File: src/rtl/serial_pkg.sv
package serial_pkg;
  localparam int unsigned REG_AW   = 3;
  localparam int unsigned FLAG_BIT = 31;
  localparam int unsigned WM_LSB   = 16;

  localparam logic [REG_AW-1:0] A_TXDATA = 3'd0;
  localparam logic [REG_AW-1:0] A_RXDATA = 3'd1;
  localparam logic [REG_AW-1:0] A_TXCTRL = 3'd2;
  localparam logic [REG_AW-1:0] A_RXCTRL = 3'd3;
  localparam logic [REG_AW-1:0] A_IRQEN  = 3'd4;
  localparam logic [REG_AW-1:0] A_DIV    = 3'd5;

  typedef enum logic [2:0] {
    RX_IDLE, RX_START, RX_DATA, RX_STOP, RX_WAIT_HI
  } rx_state_e;
endpackage

File: src/rtl/serial_fifo.sv
module serial_fifo #(
  parameter int unsigned W     = 8,
  parameter int unsigned DEPTH = 8,
  parameter int unsigned CNT_W = $clog2(DEPTH + 1)
) (
  input  logic             clk_i,
  input  logic             rst_ni,
  input  logic             push_i,
  input  logic [W-1:0]     data_i,
  input  logic             pop_i,
  output logic [W-1:0]     data_o,
  output logic             full_o,
  output logic             empty_o,
  output logic [CNT_W-1:0] count_o
);
  localparam int unsigned PTR_W = (DEPTH > 1) ? $clog2(DEPTH) : 1;

  logic [W-1:0]     mem_q [DEPTH];
  logic [PTR_W-1:0] wr_q, rd_q;
  logic [CNT_W-1:0] cnt_q;

  function automatic logic [PTR_W-1:0] ptr_inc(input logic [PTR_W-1:0] p);
    return (p == PTR_W'(DEPTH - 1)) ? '0 : p + 1'b1;
  endfunction

  assign full_o  = (cnt_q == CNT_W'(DEPTH));
  assign empty_o = (cnt_q == '0);
  assign count_o = cnt_q;
  assign data_o  = mem_q[rd_q];

  always_ff @(posedge clk_i) begin
    if (push_i) mem_q[wr_q] <= data_i;
  end

  always_ff @(posedge clk_i or negedge rst_ni) begin
    if (!rst_ni) begin
      wr_q  <= '0;
      rd_q  <= '0;
      cnt_q <= '0;
    end else begin
      if (push_i) wr_q <= ptr_inc(wr_q);
      if (pop_i)  rd_q <= ptr_inc(rd_q);
      case ({push_i, pop_i})
        2'b10:   cnt_q <= cnt_q + 1'b1;
        2'b01:   cnt_q <= cnt_q - 1'b1;
        default: cnt_q <= cnt_q;
      endcase
    end
  end

  assert_no_push_full_R3: assert property (@(posedge clk_i) disable iff (!rst_ni)
    push_i |-> !full_o);
  assert_no_pop_empty_R5: assert property (@(posedge clk_i) disable iff (!rst_ni)
    pop_i |-> !empty_o);
endmodule

File: src/rtl/serial_tx.sv
module serial_tx #(
  parameter int unsigned DIV_W = 16
) (
  input  logic             clk_i,
  input  logic             rst_ni,
  input  logic             en_i,
  input  logic [DIV_W-1:0] div_i,
  input  logic             avail_i,
  input  logic [7:0]       data_i,
  output logic             pop_o,
  output logic             tx_o
);
  logic             busy_q;
  logic [9:0]       sh_q;
  logic [3:0]       idx_q;
  logic [DIV_W-1:0] cnt_q;

  assign pop_o = en_i & avail_i & ~busy_q;
  assign tx_o  = busy_q ? sh_q[0] : 1'b1;

  always_ff @(posedge clk_i or negedge rst_ni) begin
    if (!rst_ni) begin
      busy_q <= 1'b0;
      sh_q   <= '1;
      idx_q  <= '0;
      cnt_q  <= '0;
    end else if (pop_o) begin
      busy_q <= 1'b1;
      sh_q   <= {1'b1, data_i, 1'b0};
      idx_q  <= '0;
      cnt_q  <= div_i;
    end else if (busy_q) begin
      if (cnt_q == '0) begin
        if (idx_q == 4'd9) begin
          busy_q <= 1'b0;
        end else begin
          sh_q  <= {1'b1, sh_q[9:1]};
          idx_q <= idx_q + 1'b1;
          cnt_q <= div_i;
        end
      end else begin
        cnt_q <= cnt_q - 1'b1;
      end
    end
  end

  assert_start_low_R8: assert property (@(posedge clk_i) disable iff (!rst_ni)
    (busy_q && idx_q == 4'd0) |-> !tx_o);
  assert_timer_in_range_R1: assert property (@(posedge clk_i) disable iff (!rst_ni)
    (busy_q && $stable(div_i)) |-> cnt_q <= div_i);
endmodule

File: src/rtl/serial_rx.sv
module serial_rx import serial_pkg::*; #(
  parameter int unsigned DIV_W = 16
) (
  input  logic             clk_i,
  input  logic             rst_ni,
  input  logic             en_i,
  input  logic [DIV_W-1:0] div_i,
  input  logic             rx_i,
  output logic             valid_o,
  output logic [7:0]       data_o
);
  logic [1:0]       sync_q;
  logic             line;
  rx_state_e        st_q;
  logic [DIV_W-1:0] cnt_q;
  logic [2:0]       idx_q;
  logic [7:0]       sh_q;

  assign line   = sync_q[1];
  assign data_o = sh_q;

  always_ff @(posedge clk_i or negedge rst_ni) begin
    if (!rst_ni) sync_q <= 2'b11;
    else         sync_q <= {sync_q[0], rx_i};
  end

  always_ff @(posedge clk_i or negedge rst_ni) begin
    if (!rst_ni) begin
      st_q    <= RX_IDLE;
      cnt_q   <= '0;
      idx_q   <= '0;
      sh_q    <= '0;
      valid_o <= 1'b0;
    end else begin
      valid_o <= 1'b0;
      case (st_q)
        RX_IDLE: if (en_i && !line) begin
          cnt_q <= div_i >> 1;
          st_q  <= RX_START;
        end
        RX_START: if (cnt_q == '0) begin
          if (line) begin
            st_q <= RX_IDLE;  // false start
          end else begin
            cnt_q <= div_i;
            idx_q <= '0;
            st_q  <= RX_DATA;
          end
        end else cnt_q <= cnt_q - 1'b1;
        RX_DATA: if (cnt_q == '0) begin
          sh_q  <= {line, sh_q[7:1]};
          cnt_q <= div_i;
          idx_q <= idx_q + 1'b1;
          if (idx_q == 3'd7) st_q <= RX_STOP;
        end else cnt_q <= cnt_q - 1'b1;
        RX_STOP: if (cnt_q == '0) begin
          if (line) begin
            valid_o <= 1'b1;
            st_q    <= RX_IDLE;
          end else begin
            st_q <= RX_WAIT_HI;
          end
        end else cnt_q <= cnt_q - 1'b1;
        RX_WAIT_HI: if (line) st_q <= RX_IDLE;
        default: st_q <= RX_IDLE;
      endcase
    end
  end

  assert_one_per_frame_R9: assert property (@(posedge clk_i) disable iff (!rst_ni)
    valid_o |=> !valid_o);
  assert_wait_no_valid_R9: assert property (@(posedge clk_i) disable iff (!rst_ni)
    (st_q == RX_WAIT_HI) |=> !valid_o);
endmodule

File: src/rtl/serial_port.sv
module serial_port import serial_pkg::*; #(
  parameter int unsigned FIFO_DEPTH = 8,
  parameter int unsigned DIV_W      = 16,
  parameter int unsigned DIV_RST    = 138
) (
  input  logic              clk_i,
  input  logic              rst_ni,
  input  logic              reg_we_i,
  input  logic              reg_re_i,
  input  logic [REG_AW-1:0] reg_addr_i,
  input  logic [31:0]       reg_wdata_i,
  output logic [31:0]       reg_rdata_o,
  input  logic              rx_i,
  output logic              tx_o,
  output logic              irq_o
);
  localparam int unsigned CNT_W = $clog2(FIFO_DEPTH + 1);

  logic             tx_en_q, rx_en_q, ie_q;
  logic [CNT_W-1:0] wm_q;
  logic [DIV_W-1:0] div_q;

  logic             tx_push, tx_pop, tx_full, tx_empty;
  logic [7:0]       tx_data;
  logic [CNT_W-1:0] tx_count;
  logic             rx_push, rx_pop, rx_full, rx_empty, rx_valid;
  logic [7:0]       rx_byte, rx_data;
  logic [CNT_W-1:0] rx_count;

  assign tx_push = reg_we_i && (reg_addr_i == A_TXDATA) && !tx_full;
  assign rx_pop  = reg_re_i && (reg_addr_i == A_RXDATA) && !rx_empty;
  assign rx_push = rx_valid && !rx_full;
  assign irq_o   = ie_q && (rx_count > wm_q);

  always_ff @(posedge clk_i or negedge rst_ni) begin
    if (!rst_ni) begin
      tx_en_q <= 1'b0;
      rx_en_q <= 1'b0;
      ie_q    <= 1'b0;
      wm_q    <= '0;
      div_q   <= DIV_W'(DIV_RST);
    end else if (reg_we_i) begin
      case (reg_addr_i)
        A_TXCTRL: tx_en_q <= reg_wdata_i[0];
        A_RXCTRL: begin
          rx_en_q <= reg_wdata_i[0];
          wm_q    <= reg_wdata_i[WM_LSB +: CNT_W];
        end
        A_IRQEN:  ie_q  <= reg_wdata_i[0];
        A_DIV:    div_q <= reg_wdata_i[DIV_W-1:0];
        default: ;
      endcase
    end
  end

  always_comb begin
    reg_rdata_o = '0;
    case (reg_addr_i)
      A_TXDATA: reg_rdata_o[FLAG_BIT] = tx_full;
      A_RXDATA: begin
        reg_rdata_o[FLAG_BIT] = rx_empty;
        reg_rdata_o[7:0]      = rx_data;
      end
      A_TXCTRL: reg_rdata_o[0] = tx_en_q;
      A_RXCTRL: begin
        reg_rdata_o[0]                = rx_en_q;
        reg_rdata_o[WM_LSB +: CNT_W]  = wm_q;
      end
      A_IRQEN:  reg_rdata_o[0] = ie_q;
      A_DIV:    reg_rdata_o[DIV_W-1:0] = div_q;
      default: ;
    endcase
  end

  serial_fifo #(.W(8), .DEPTH(FIFO_DEPTH), .CNT_W(CNT_W)) u_tx_fifo (
    .clk_i, .rst_ni,
    .push_i(tx_push), .data_i(reg_wdata_i[7:0]),
    .pop_i(tx_pop), .data_o(tx_data),
    .full_o(tx_full), .empty_o(tx_empty), .count_o(tx_count)
  );

  serial_tx #(.DIV_W(DIV_W)) u_tx (
    .clk_i, .rst_ni, .en_i(tx_en_q), .div_i(div_q),
    .avail_i(!tx_empty), .data_i(tx_data), .pop_o(tx_pop), .tx_o
  );

  serial_rx #(.DIV_W(DIV_W)) u_rx (
    .clk_i, .rst_ni, .en_i(rx_en_q), .div_i(div_q),
    .rx_i, .valid_o(rx_valid), .data_o(rx_byte)
  );

  serial_fifo #(.W(8), .DEPTH(FIFO_DEPTH), .CNT_W(CNT_W)) u_rx_fifo (
    .clk_i, .rst_ni,
    .push_i(rx_push), .data_i(rx_byte),
    .pop_i(rx_pop), .data_o(rx_data),
    .full_o(rx_full), .empty_o(rx_empty), .count_o(rx_count)
  );

  assert_irq_needs_data_R7: assert property (@(posedge clk_i) disable iff (!rst_ni)
    irq_o |-> !rx_empty);
  assert_tx_hold_when_off_R2: assert property (@(posedge clk_i) disable iff (!rst_ni)
    (!tx_en_q && !tx_empty) |=> tx_count >= $past(tx_count));
  assert_count_bound_R3: assert property (@(posedge clk_i) disable iff (!rst_ni)
    tx_count <= CNT_W'(FIFO_DEPTH));
endmodule

File: config.mk
export PLATFORM = sky130hd
export DESIGN_NAME = serial_port
export DESIGN_NICKNAME = d
export VERILOG_FILES = /design/src/rtl/serial_pkg.sv /design/src/rtl/serial_fifo.sv /design/src/rtl/serial_tx.sv /design/src/rtl/serial_rx.sv /design/src/rtl/serial_port.sv
export SDC_FILE = /design/constraint.sdc
export NUM_CORES = 1
export LEC_CHECK = 0
export BUFFER_PORTS_ARGS = -buffer_cell sky130_fd_sc_hd__buf_2
export CORE_MARGIN = 3
export CORE_UTILIZATION = 45
export DETAILED_ROUTE_END_ITERATION = 10
export PLACE_DENSITY_LB_ADDON = 0.3
export SETUP_SLACK_MARGIN = 0.02
export SYNTH_ARGS = -nofsm -noshare
export SYNTH_HDL_FRONTEND = slang
export SYNTH_SLANG_ARGS = --single-unit
File: constraint.sdc
create_clock -name clk_i -period 3.6 [get_ports clk_i]
set_clock_uncertainty 0.15 [all_clocks]
set_input_delay 0 -clock clk_i [delete_from_list [all_inputs] [get_ports clk_i]]
set_output_delay 0 -clock clk_i [all_outputs]
set_load 0.02 [all_outputs]
==> summary.md <==
| Metric | Value |
|---|---|
| Number of H-tree levels | 1 |
| Post-cts sizing count | 0 |
| Final cell count without fillers | 1,268 |
| # DRC | 0 |
| Largest family of logic cells by synthesized area | multiplexers |
| CP Data Required Time | 3.85 ns |
| Fin Setup TNS | 0 ns |
| Critical path peak fanout | 6 |
| Total of max-cap violations | 0 |
| Post-synth EDFFs | 128 |
| Largest net degree at the start of global routing | 64 |
| Synth top cells by count | edfxtp_1 (128), dfrtp_1 (92), nand2_1 (59) |
| Worst Setup End Kind | flip-flop |
| Crit start category | flip-flop |
| Main flop type after synthesis | edfxtp_1 |
| GRT Total Usage | 17.8% |
| Final Hold Viols | 15 |
| Hold crit path type | in -> async |
| Postcts setup bufs | 0 |
| GPL Wtd Cong | 0.823 |
| Vias in the first global route | 6,972 |
| TritonCTS Buffers | 25 |
| Tcrit/Tclk final | 85.9% |
| WL/cell | 17.8 um |
| Yosys top cell by area | edfxtp_1 |
| DP Cell Count | 1,188 |
| Area of the core | 23,500 um^2 |
| Worst slew pin tran | 0.896 ns |
| Run status | finished with violations |
| Area Growth Syn to Fin | 16.4% |
| Synth Area in Compound Gates | 9.68% |
| Die area | 26,000 um^2 |
| Min cycle time layout | 3.09 ns |
| Synth Area in Adders | 3.25% |
| Internal power | 5.93 mW |
| Worst hold slack | -0.0147 ns |
| First-pass GRT wire length | 37.1 mm |
| Ys Warns | 0 |
| Die Ht | 161 um |
| Simple-Gate Fraction of Synth Area | 10.4% |
| Clock power frac | 30.2% |
| Synth async-reset ratio | 45.3% |
| Clock Sinks | 234 |
| Lkg Pwr | 4.97 nW |
| Peak supply drop | 0.000331 V |
| Reg power frac | 44.5% |
| Most numerous cell in the Yosys netlist | edfxtp_1 |
| CTS tree | yes |
| Setup slack, reg-to-reg | 0.51 ns |
| Detailed Routing Iterations Pass 1 | 4 |
| Core Rows | 56 |
| Yosys cell types | 65 |
| XOR/XNOR share of the synthesized area | 0.889% |
| Final nets | 997 |
| Pre-CTS setup slack | 0.696 ns |
| Max-slew violations | 0 |
| Mux cell area share after synthesis | 12.3% |
| Clk Latency, worst-skew pair | 0.52 ns |
| CTS Root Cell | clkbuf_16 |
| Die X | 161 um |
| Detailed Route Iter0 Violations | 533 |
| CTS Buffer Depth | 3 |
| Initial antenna violation count | 0 |
| Switch share | 31.6% |
| # diodes | 0 |
| Final worst slack | 0.509 ns |
| Max Clock Freq | 324 MHz |
| I/O Buffers | 50 |
| Psw | 2.74 mW |
| Cells after Synth | 835 |
| Sequential area share after synthesis | 60.1% |
| Post-cts hold buffer count | 34 |
| Power consumption | 8.67 mW |
| Syn Std Cell Area | 10,800 um^2 |
| Layout cell share with drive strength beyond 1 | 21.1% |
| GR Overflow Total | 0 |
| #FFs+latches synth | 234 |
| Routed wire length | 22.6 mm |
| Critical path class | reg -> reg |
| Vias per cell | 5.44 |
| Area contributors post-synth | edfxtp_1 (35%), dfrtp_1 (21%), mux4_2 (6.6%) |
| Crit path DAT | 3.35 ns |
| HPWL Detailed | 15.0 mm |
| Clk slew on worst S/H paths | 0.06 ns |
| I/O pin count | 74 |
| Slew margin rel. | 40.3% |
| Failing checks | hold timing |
| Syn avg cell area | 13.0 um^2 |
| Vias | 6,903 |
| Combinational power share | 25.3% |
| Starting Density | 46.1% |
| Antenna viol nets, final | 0 |
| RSZ-0062 raised after global routing | false |
| Pwr per Cell Area | 688 nW/um^2 |
| Setup violators final | 0 |
| Synth top area share | 35.5% |
kinds of logic after synthesis:
| family | Yosys count |
|---|---|
| XOR/XNOR | 11 |
| AO/OA/AOI/OAI | 171 |
| adder cells (fa/ha/maj) | 27 |
| AND/OR/NAND/NOR | 229 |
| buffers and inverters | 73 |
| other | 1 |
| flip-flops | 234 |
| multiplexers | 89 |
layout by cell type, fill, tap and decap left out, types with 11 or more instances in the layout:
| cell | Yosys | final |
|---|---|---|
| o21ai_0 | 56 | 56 |
| dfstp_2 | 14 | 14 |
| conb_1 | 1 | 11 |
| buf_2 | 8 | 49 |
| nor3_1 | 26 | 26 |
| a21oi_1 | 44 | 44 |
| inv_1 | 26 | 26 |
| buf_4 | 13 | 19 |
| dlygate4sd3_1 | 0 | 34 |
| mux2i_1 | 23 | 23 |
| and2_1 | 11 | 11 |
| nand2b_1 | 15 | 15 |
| clkbuf_16 | 0 | 25 |
| dfrtp_1 | 92 | 92 |
| ha_1 | 25 | 25 |
| mux4_2 | 32 | 32 |
| nand2_1 | 59 | 59 |
| edfxtp_1 | 128 | 128 |
| nor2_1 | 58 | 58 |
| mux2_2 | 34 | 34 |
through the flow:
stage	instance area [um^2]	util (%)
3_3_place_gp	11400	48.5
6_report	12600	53.6
4_1_cts	12600	53.6
3_5_place_dp	11400	48.5
5_1_grt	12600	53.6
2_1_floorplan	10900	-
final timing paths:
kind	from	end	cells after the start
setup / recovery	u_rx_fifo.count_o[1]	u_rx_fifo.count_o[3]	12
hold / removal	rst_ni	u_tx.idx_q[3]	2
setup reg to reg	u_rx_fifo.count_o[1]	u_rx_fifo.count_o[3]	12
hold reg to reg	u_rx.sync_q[0]	u_rx.sync_q[1]	0
max in group asynchronous	rst_ni	u_rx.sync_q[1]	3
min in group clk_i	reg_addr_i[0]	tx_en_q	5
layer usage:
metal	routed length, um	global-route usage (%)	up-vias
met5	0	0	-
met4	561	5.04	0
met3	783	2.21	39
met2	11200	30.4	133
met1	10100	24.1	3448
li1	-	-	3283
worst max-delay path, stage by stage (launching register included):
cell,delay (ns)
dfrtp_1,0.43
nor3_1,0.27
nand2b_1,0.12
nand4_1,0.10
dlygate4sd3_1,0.66
inv_1,0.09
ha_1,0.22
ha_1,0.28
a21o_1,0.17
a21oi_1,0.16
xnor2_1,0.13
nor2_1,0.06
xor2_1,0.14
registers in the layout (all words and copies together), names as in the netlist, 8 cells and up:
signal	count
u_tx.sh_q	9
u_tx.cnt_q	16
div_q	16
u_rx.data_o	8
u_rx.cnt_q	16
u_tx_fifo.mem_q	64
u_rx_fifo.mem_q	64
power groups by stage:
stage / Combinational, mW / Clock, mW / Sequential (mW)
floorplan: 1.89 / 0 / 3.60
global placement: 2.11 / 0 / 3.90
detailed placement: 2.16 / 0 / 3.91
CTS: 2.20 / 2.68 / 3.86
global route: 2.48 / 2.79 / 3.95
finish: 2.19 / 2.62 / 3.86
final cells by class:
type	instances	area (um^2)
Clock buffer	31	658
Clock inverter	15	189
Fill cell	1980	10900
Inverter	28	105
Multi-Input combinational cell	538	4000
Sequential cell	234	6510
Tap cell	319	399
Timing Repair Buffer	103	748
(Power assumes the default switching activity.)
